==> src/rtl/fcsr_pkg.sv <==
package fcsr_pkg;

    localparam int unsigned WORD_W   = 32;
    localparam int unsigned NZCV_W   = 4;
    localparam int unsigned RMODE_W  = 2;
    localparam int unsigned EXC_W    = 5;
    localparam int unsigned PULSE_W  = EXC_W + 1;

    // Field positions in the register word
    localparam int unsigned NZCV_LSB  = 28;
    localparam int unsigned DN_BIT    = 25;
    localparam int unsigned FTZ_BIT   = 24;
    localparam int unsigned RMODE_LSB = 22;
    localparam int unsigned IDC_BIT   = 7;
    localparam int unsigned EXC_LSB   = 0;

    // Pulse indices
    localparam int unsigned P_INV  = 0;
    localparam int unsigned P_DZ   = 1;
    localparam int unsigned P_OVF  = 2;
    localparam int unsigned P_UNF  = 3;
    localparam int unsigned P_INX  = 4;
    localparam int unsigned P_IDN  = 5;

    localparam logic [WORD_W-1:0] WR_MASK = 32'hF3C0_009F;

    typedef struct packed {
        logic [NZCV_W-1:0]  nzcv;
        logic               dn;
        logic               ftz;
        logic [RMODE_W-1:0] rmode;
        logic               idc;
        logic [EXC_W-1:0]   exc;
    } csr_state_t;

    function automatic csr_state_t unpack_word(input logic [WORD_W-1:0] w);
        csr_state_t s;
        s.nzcv  = w[NZCV_LSB +: NZCV_W];
        s.dn    = w[DN_BIT];
        s.ftz   = w[FTZ_BIT];
        s.rmode = w[RMODE_LSB +: RMODE_W];
        s.idc   = w[IDC_BIT];
        s.exc   = w[EXC_LSB +: EXC_W];
        return s;
    endfunction

    function automatic logic [WORD_W-1:0] pack_word(input csr_state_t s);
        logic [WORD_W-1:0] w;
        w = '0;
        w[NZCV_LSB +: NZCV_W]   = s.nzcv;
        w[DN_BIT]               = s.dn;
        w[FTZ_BIT]              = s.ftz;
        w[RMODE_LSB +: RMODE_W] = s.rmode;
        w[IDC_BIT]              = s.idc;
        w[EXC_LSB +: EXC_W]     = s.exc;
        return w;
    endfunction

endpackage

==> src/rtl/fcsr_inflight_ctr.sv <==
module fcsr_inflight_ctr #(
    parameter int unsigned MAX_INFLIGHT = 8
) (
    input  logic clk,
    input  logic rst_n,
    input  logic issue_i,
    input  logic retire_i,
    output logic busy_o
);
    localparam int unsigned CNT_W = $clog2(MAX_INFLIGHT + 1);
    localparam logic [CNT_W-1:0] CNT_MAX = CNT_W'(MAX_INFLIGHT);

    logic [CNT_W-1:0] cnt_d, cnt_q;

    always_comb begin
        cnt_d = cnt_q;
        unique case ({issue_i, retire_i})
            2'b10: if (cnt_q != CNT_MAX) cnt_d = cnt_q + 1'b1;
            2'b01: if (cnt_q != '0)      cnt_d = cnt_q - 1'b1;
            default: cnt_d = cnt_q;
        endcase
    end

    always_ff @(posedge clk or negedge rst_n) begin
        if (!rst_n) cnt_q <= '0;
        else        cnt_q <= cnt_d;
    end

    assign busy_o = (cnt_q != '0);

endmodule

==> src/rtl/fcsr_exc_merge.sv <==
module fcsr_exc_merge
    import fcsr_pkg::*;
(
    input  logic [PULSE_W-1:0] exc_i,
    input  logic [EXC_W-1:0]   exc_q_i,
    input  logic               idc_q_i,
    output logic [EXC_W-1:0]   exc_d_o,
    output logic               idc_d_o
);
    logic [EXC_W-1:0] set_vec;

    for (genvar i = 0; i < EXC_W; i++) begin : g_bit
        if (i == P_INX) begin : g_inx
            // overflow always implies inexact
            assign set_vec[i] = exc_i[i] | exc_i[P_OVF];
        end else begin : g_plain
            assign set_vec[i] = exc_i[i];
        end
    end

    assign exc_d_o = exc_q_i | set_vec;
    assign idc_d_o = idc_q_i | exc_i[P_IDN];

endmodule

==> src/rtl/fpu_csr.sv <==
module fpu_csr
    import fcsr_pkg::*;
#(
    parameter int unsigned MAX_INFLIGHT = 8
) (
    input  logic                 clk,
    input  logic                 rst_n,
    input  logic                 issue_i,
    input  logic                 retire_i,
    input  logic                 cmp_vld_i,
    input  logic [3:0]           cmp_nzcv_i,
    input  logic [5:0]           exc_i,
    input  logic                 wr_req_i,
    input  logic [31:0]          wr_data_i,
    output logic                 wr_gnt_o,
    input  logic                 rd_req_i,
    output logic                 rd_gnt_o,
    output logic [31:0]          rd_data_o,
    output logic [1:0]           rmode_o,
    output logic                 ftz_o,
    output logic                 dn_o,
    output logic                 stall_o
);
    csr_state_t st_d, st_q;
    logic       busy;
    logic [EXC_W-1:0] exc_merged;
    logic       idc_merged;

    fcsr_inflight_ctr #(
        .MAX_INFLIGHT(MAX_INFLIGHT)
    ) i_ctr (
        .clk      (clk),
        .rst_n    (rst_n),
        .issue_i  (issue_i),
        .retire_i (retire_i),
        .busy_o   (busy)
    );

    fcsr_exc_merge i_merge (
        .exc_i   (exc_i),
        .exc_q_i (st_q.exc),
        .idc_q_i (st_q.idc),
        .exc_d_o (exc_merged),
        .idc_d_o (idc_merged)
    );

    assign wr_gnt_o = wr_req_i & ~busy;
    assign rd_gnt_o = rd_req_i & ~busy;
    assign stall_o  = busy;

    always_comb begin
        st_d = st_q;
        if (wr_gnt_o) begin
            st_d = unpack_word(wr_data_i & WR_MASK);
        end else begin
            if (cmp_vld_i) st_d.nzcv = cmp_nzcv_i;
            st_d.exc = exc_merged;
            st_d.idc = idc_merged;
        end
    end

    always_ff @(posedge clk or negedge rst_n) begin
        if (!rst_n) st_q <= '0;
        else        st_q <= st_d;
    end

    assign rd_data_o = pack_word(st_q);
    assign rmode_o   = st_q.rmode;
    assign ftz_o     = st_q.ftz;
    assign dn_o      = st_q.dn;

endmodule

==> config.mk <==
export PLATFORM = sky130hd
export DESIGN_NAME = fpu_csr
export DESIGN_NICKNAME = d
export VERILOG_FILES = /design/src/rtl/fcsr_pkg.sv /design/src/rtl/fcsr_inflight_ctr.sv /design/src/rtl/fcsr_exc_merge.sv /design/src/rtl/fpu_csr.sv
export SDC_FILE = /design/constraint.sdc
export NUM_CORES = 1
export LEC_CHECK = 0
export ABC_AREA = 1
export ABC_CLOCK_PERIOD_IN_PS = 1300
export BUFFER_PORTS_ARGS = -buffer_cell sky130_fd_sc_hd__buf_2
export CELL_PAD_IN_SITES_DETAIL_PLACEMENT = 0
export CELL_PAD_IN_SITES_GLOBAL_PLACEMENT = 1
export CORE_MARGIN = 4
export CORE_UTILIZATION = 25
export DETAILED_ROUTE_END_ITERATION = 10
export PLACE_DENSITY_LB_ADDON = 0.12
export SYNTH_ARGS = -nofsm -noshare
export SYNTH_HDL_FRONTEND = slang
export SYNTH_SLANG_ARGS = --single-unit
==> constraint.sdc <==
create_clock -name clk -period 1.3 [get_ports clk]
set_input_delay 0.065 -clock clk [delete_from_list [all_inputs] [get_ports clk]]
set_output_delay 0.065 -clock clk [all_outputs]
set_load 0.01 [all_outputs]
==> run_results.csv <==
group,metric,value,unit
run_status,status,"finished, final reports clean",
cells_and_area,areaGrowthSynthToFinish,28.0,%
detailed_routing,drt_wl_total,2.61,mm
setup_path,start_kind,"register",
grt,grt_start_max_net_pins,19,
placed_design,gp_congestion,0.733,
setup_path,end_kind,"output port",
cells_and_area,final_cell_area,1410,sq um
placed_design,port_buffers,51,
pwr,p_int,1.38,mW
detailed_routing,final_antenna_net_count,0,
placed_design,postPlaceCellArea,1320,sq um
cells_and_area,nets,247,
cells_and_area,mostFrequentLayoutCell,"buf_2",
placed_design,hpwl,2.11,mm
timing,finClkSkew,0.00153,ns
job,drv_cap,0,
clocking,clock-sinks,18,
yosys,syn_area,1100,sq um
pwr,sw_frac_of_total,0.388,
clocking,htreeDepth,1,
grt,overflow,0,
detailed_routing,wl_per_cell,10.7,um
setup_path,crit_arrival,1.17,ns
cells_and_area,drive_above_1_share,0.390,
setup_path,path_class,"register to output port",
detailed_routing,dr.pass1.iters,4,
die,die_area,5540,sq um
yosys,yosysSeqAreaShare,0.409,
pwr,p_sw,0.876,mW
die,chipWidth,74.4,um
cells_and_area,post-route-util,0.341,
min_path,hold_path.class,"primary input to register",
pwr,power_density,1600,nW/um^2
setup_path,crit_required,1.24,ns
timing,finalSetupViolations,0,
pwr,p_clk_frac,0.169,
grt,antenna_found_initial,0,
clocking,cts-root-buf,"clkbuf_8",
die,die_h,74.4,um
detailed_routing,num_vias,996,
cells_and_area,fill_cells,483,
clocking,tritoncts,"built",
clocking,cts_buffers,3,
placed_design,placed_cells,237,
timing,finalCritPeriodShare,0.949,
yosys,synth_cells,139,
cells_and_area,regArea,452,sq um
grt,grt_usage,0.0983,
pwr,comb_power_share,0.442,
grt,grt_pass1_wl,4.29,mm
pwr,ir_drop,0.000399,V
cells_and_area,instances_no_fill,245,
grt,grt_pass1_vias,1002,
die,ios,88,
pwr,p_leak,0.768,nW
detailed_routing,viasPerCell,4.07,
setup_path,cpPeakStageDelay,0.45,ns
timing,whs,0.00908,ns
yosys,ys_warn_count,0,
timing,fmax,811,MHz
clocking,path_clk_slew,0.07,ns
cells_and_area,multi_input_area,468,sq um
timing,hold_viol,0,
timing,rsz0062_at_grt,"yes",
die,initial_core_util,0.266,
clocking,cts.path.max_buffers,2,
yosys,synth_area_per_cell,7.93,sq um
yosys,ys_ff_latch,18,
detailed_routing,drc,0,
die,core_region_area,4140,sq um
detailed_routing,drt_iter0_markers,20,
cells_and_area,diodes,0,
yosys,synth.distinct_cells,19,
timing,slew_violations,0,
cells_and_area,layout_common_cells,"50 x buf_2, 42 x nand2_1, 18 x nand3_1, 18 x conb_1, 17 x dfrtp_1",
timing,finalCriticalPeriod,1.23,ns
setup_path,path_max_fanout,4,
setup_path,worstPathCellList,"nor2_4 -> nand3_4 -> inv_8 -> buf_6",
die,rows,23,
clocking,clock_latency,0.25,ns
setup_path,cp_slowest_cell,"dfrtp_2",
pwr,total_power,2.26,mW
pwr,power_frac_seq,0.389,
[layout make-up]
class                   instances  share of cell area
well taps                      50              0.0443
clock buffers                   3              0.0293
multi-input cells             102               0.332
repair buffers                 61               0.240
flip-flops and latches         18               0.320
inverters                      11              0.0346
[final timing paths]
check                          startpoint              to  slack [ns]  cells after the start
setup / recovery           i_ctr.cnt_q[1]        wr_gnt_o        0.07                      4
hold / removal              wr_data_i[24]           ftz_o       0.009                      3
setup reg to reg           i_ctr.cnt_q[1]   rd_data_o[31]        0.11                      5
hold reg to reg              rd_data_o[0]    rd_data_o[0]        0.49                      2
max in group asynchronous           rst_n  i_ctr.cnt_q[1]        0.69                      2
min in group asynchronous           rst_n    rd_data_o[2]        0.28                      2
[repair_timing]
action,4_1_cts,5_1_grt
buffers inserted,3,1
setup endpoints to repair,1,3
gates cloned,0,0
resized for setup,1,5
hold endpoints to repair,18,0
hold buffers,1,0
pin swaps,1,0
[metrics by stage]
stage / worst slack, ns / setup TNS (ns)
final: 0.0665 / 0
after global routing: -0.0169 / -0.0322
after CTS: 0.0256 / 0
after detailed placement: 0.0789 / 0
after global placement: 0.0716 / 0
after floorplan: 0.155 / 0
[routing by layer]
| layer | vias up | routed length, um | track usage |
|---|---|---|---|
| li1 | 508 | - | - |
| met1 | 445 | 1100 | 0.126 |
| met2 | 39 | 1300 | 0.165 |
| met3 | 4 | 182 | 0.0189 |
| met4 | 0 | 30 | 0.0356 |
| met5 | - | 0 | 0 |
[power groups by stage]
stage	clock network, mW	logic [mW]	registers [mW]
after floorplan	0	0.652	0.943
after global placement	0	0.980	0.876
after detailed placement	0	0.976	0.882
after CTS	0.407	1.00	0.873
after global routing	0.427	1.16	0.905
final	0.382	0.999	0.878
[registers in the layout, summed over array words and instances, names as in the netlist]
signal	count
dn_o	1
ftz_o	1
rd_data_o	10
rmode_o	2
i_ctr.cnt_q	4
[worst max-delay path: cells and delay by family (launching register included)]
family	cells	cell delay, ns
buffers and inverters	2	0.18
flip-flops	1	0.45
AND/OR/NAND/NOR	2	0.29
[cells by family (layout without fill, tap and decap cells)]
kind of cell	count (synthesis)	in the layout	share of synthesized area
AND/OR/NAND/NOR	75	75	0.310
buffers and inverters	36	75	0.227
other	1	18	0.00340
flip-flops	18	18	0.409
AO/OA/AOI/OAI	7	7	0.0318
adder cells (fa/ha/maj)	1	1	0.0113
XOR/XNOR	1	1	0.00795
[synthesized netlist by cell type (all sizes together)]
master	instances	area, sq um
nand2	48	193
o21ai	7	35.0
nand3	19	108
xor2	1	8.76
buf	25	204
conb	1	3.75
nor3	1	5.00
dfrtp	18	450
nor2	7	36.3
ha	1	12.5
inv	11	46.3
Note: power is estimated with default switching activity, not from simulation.
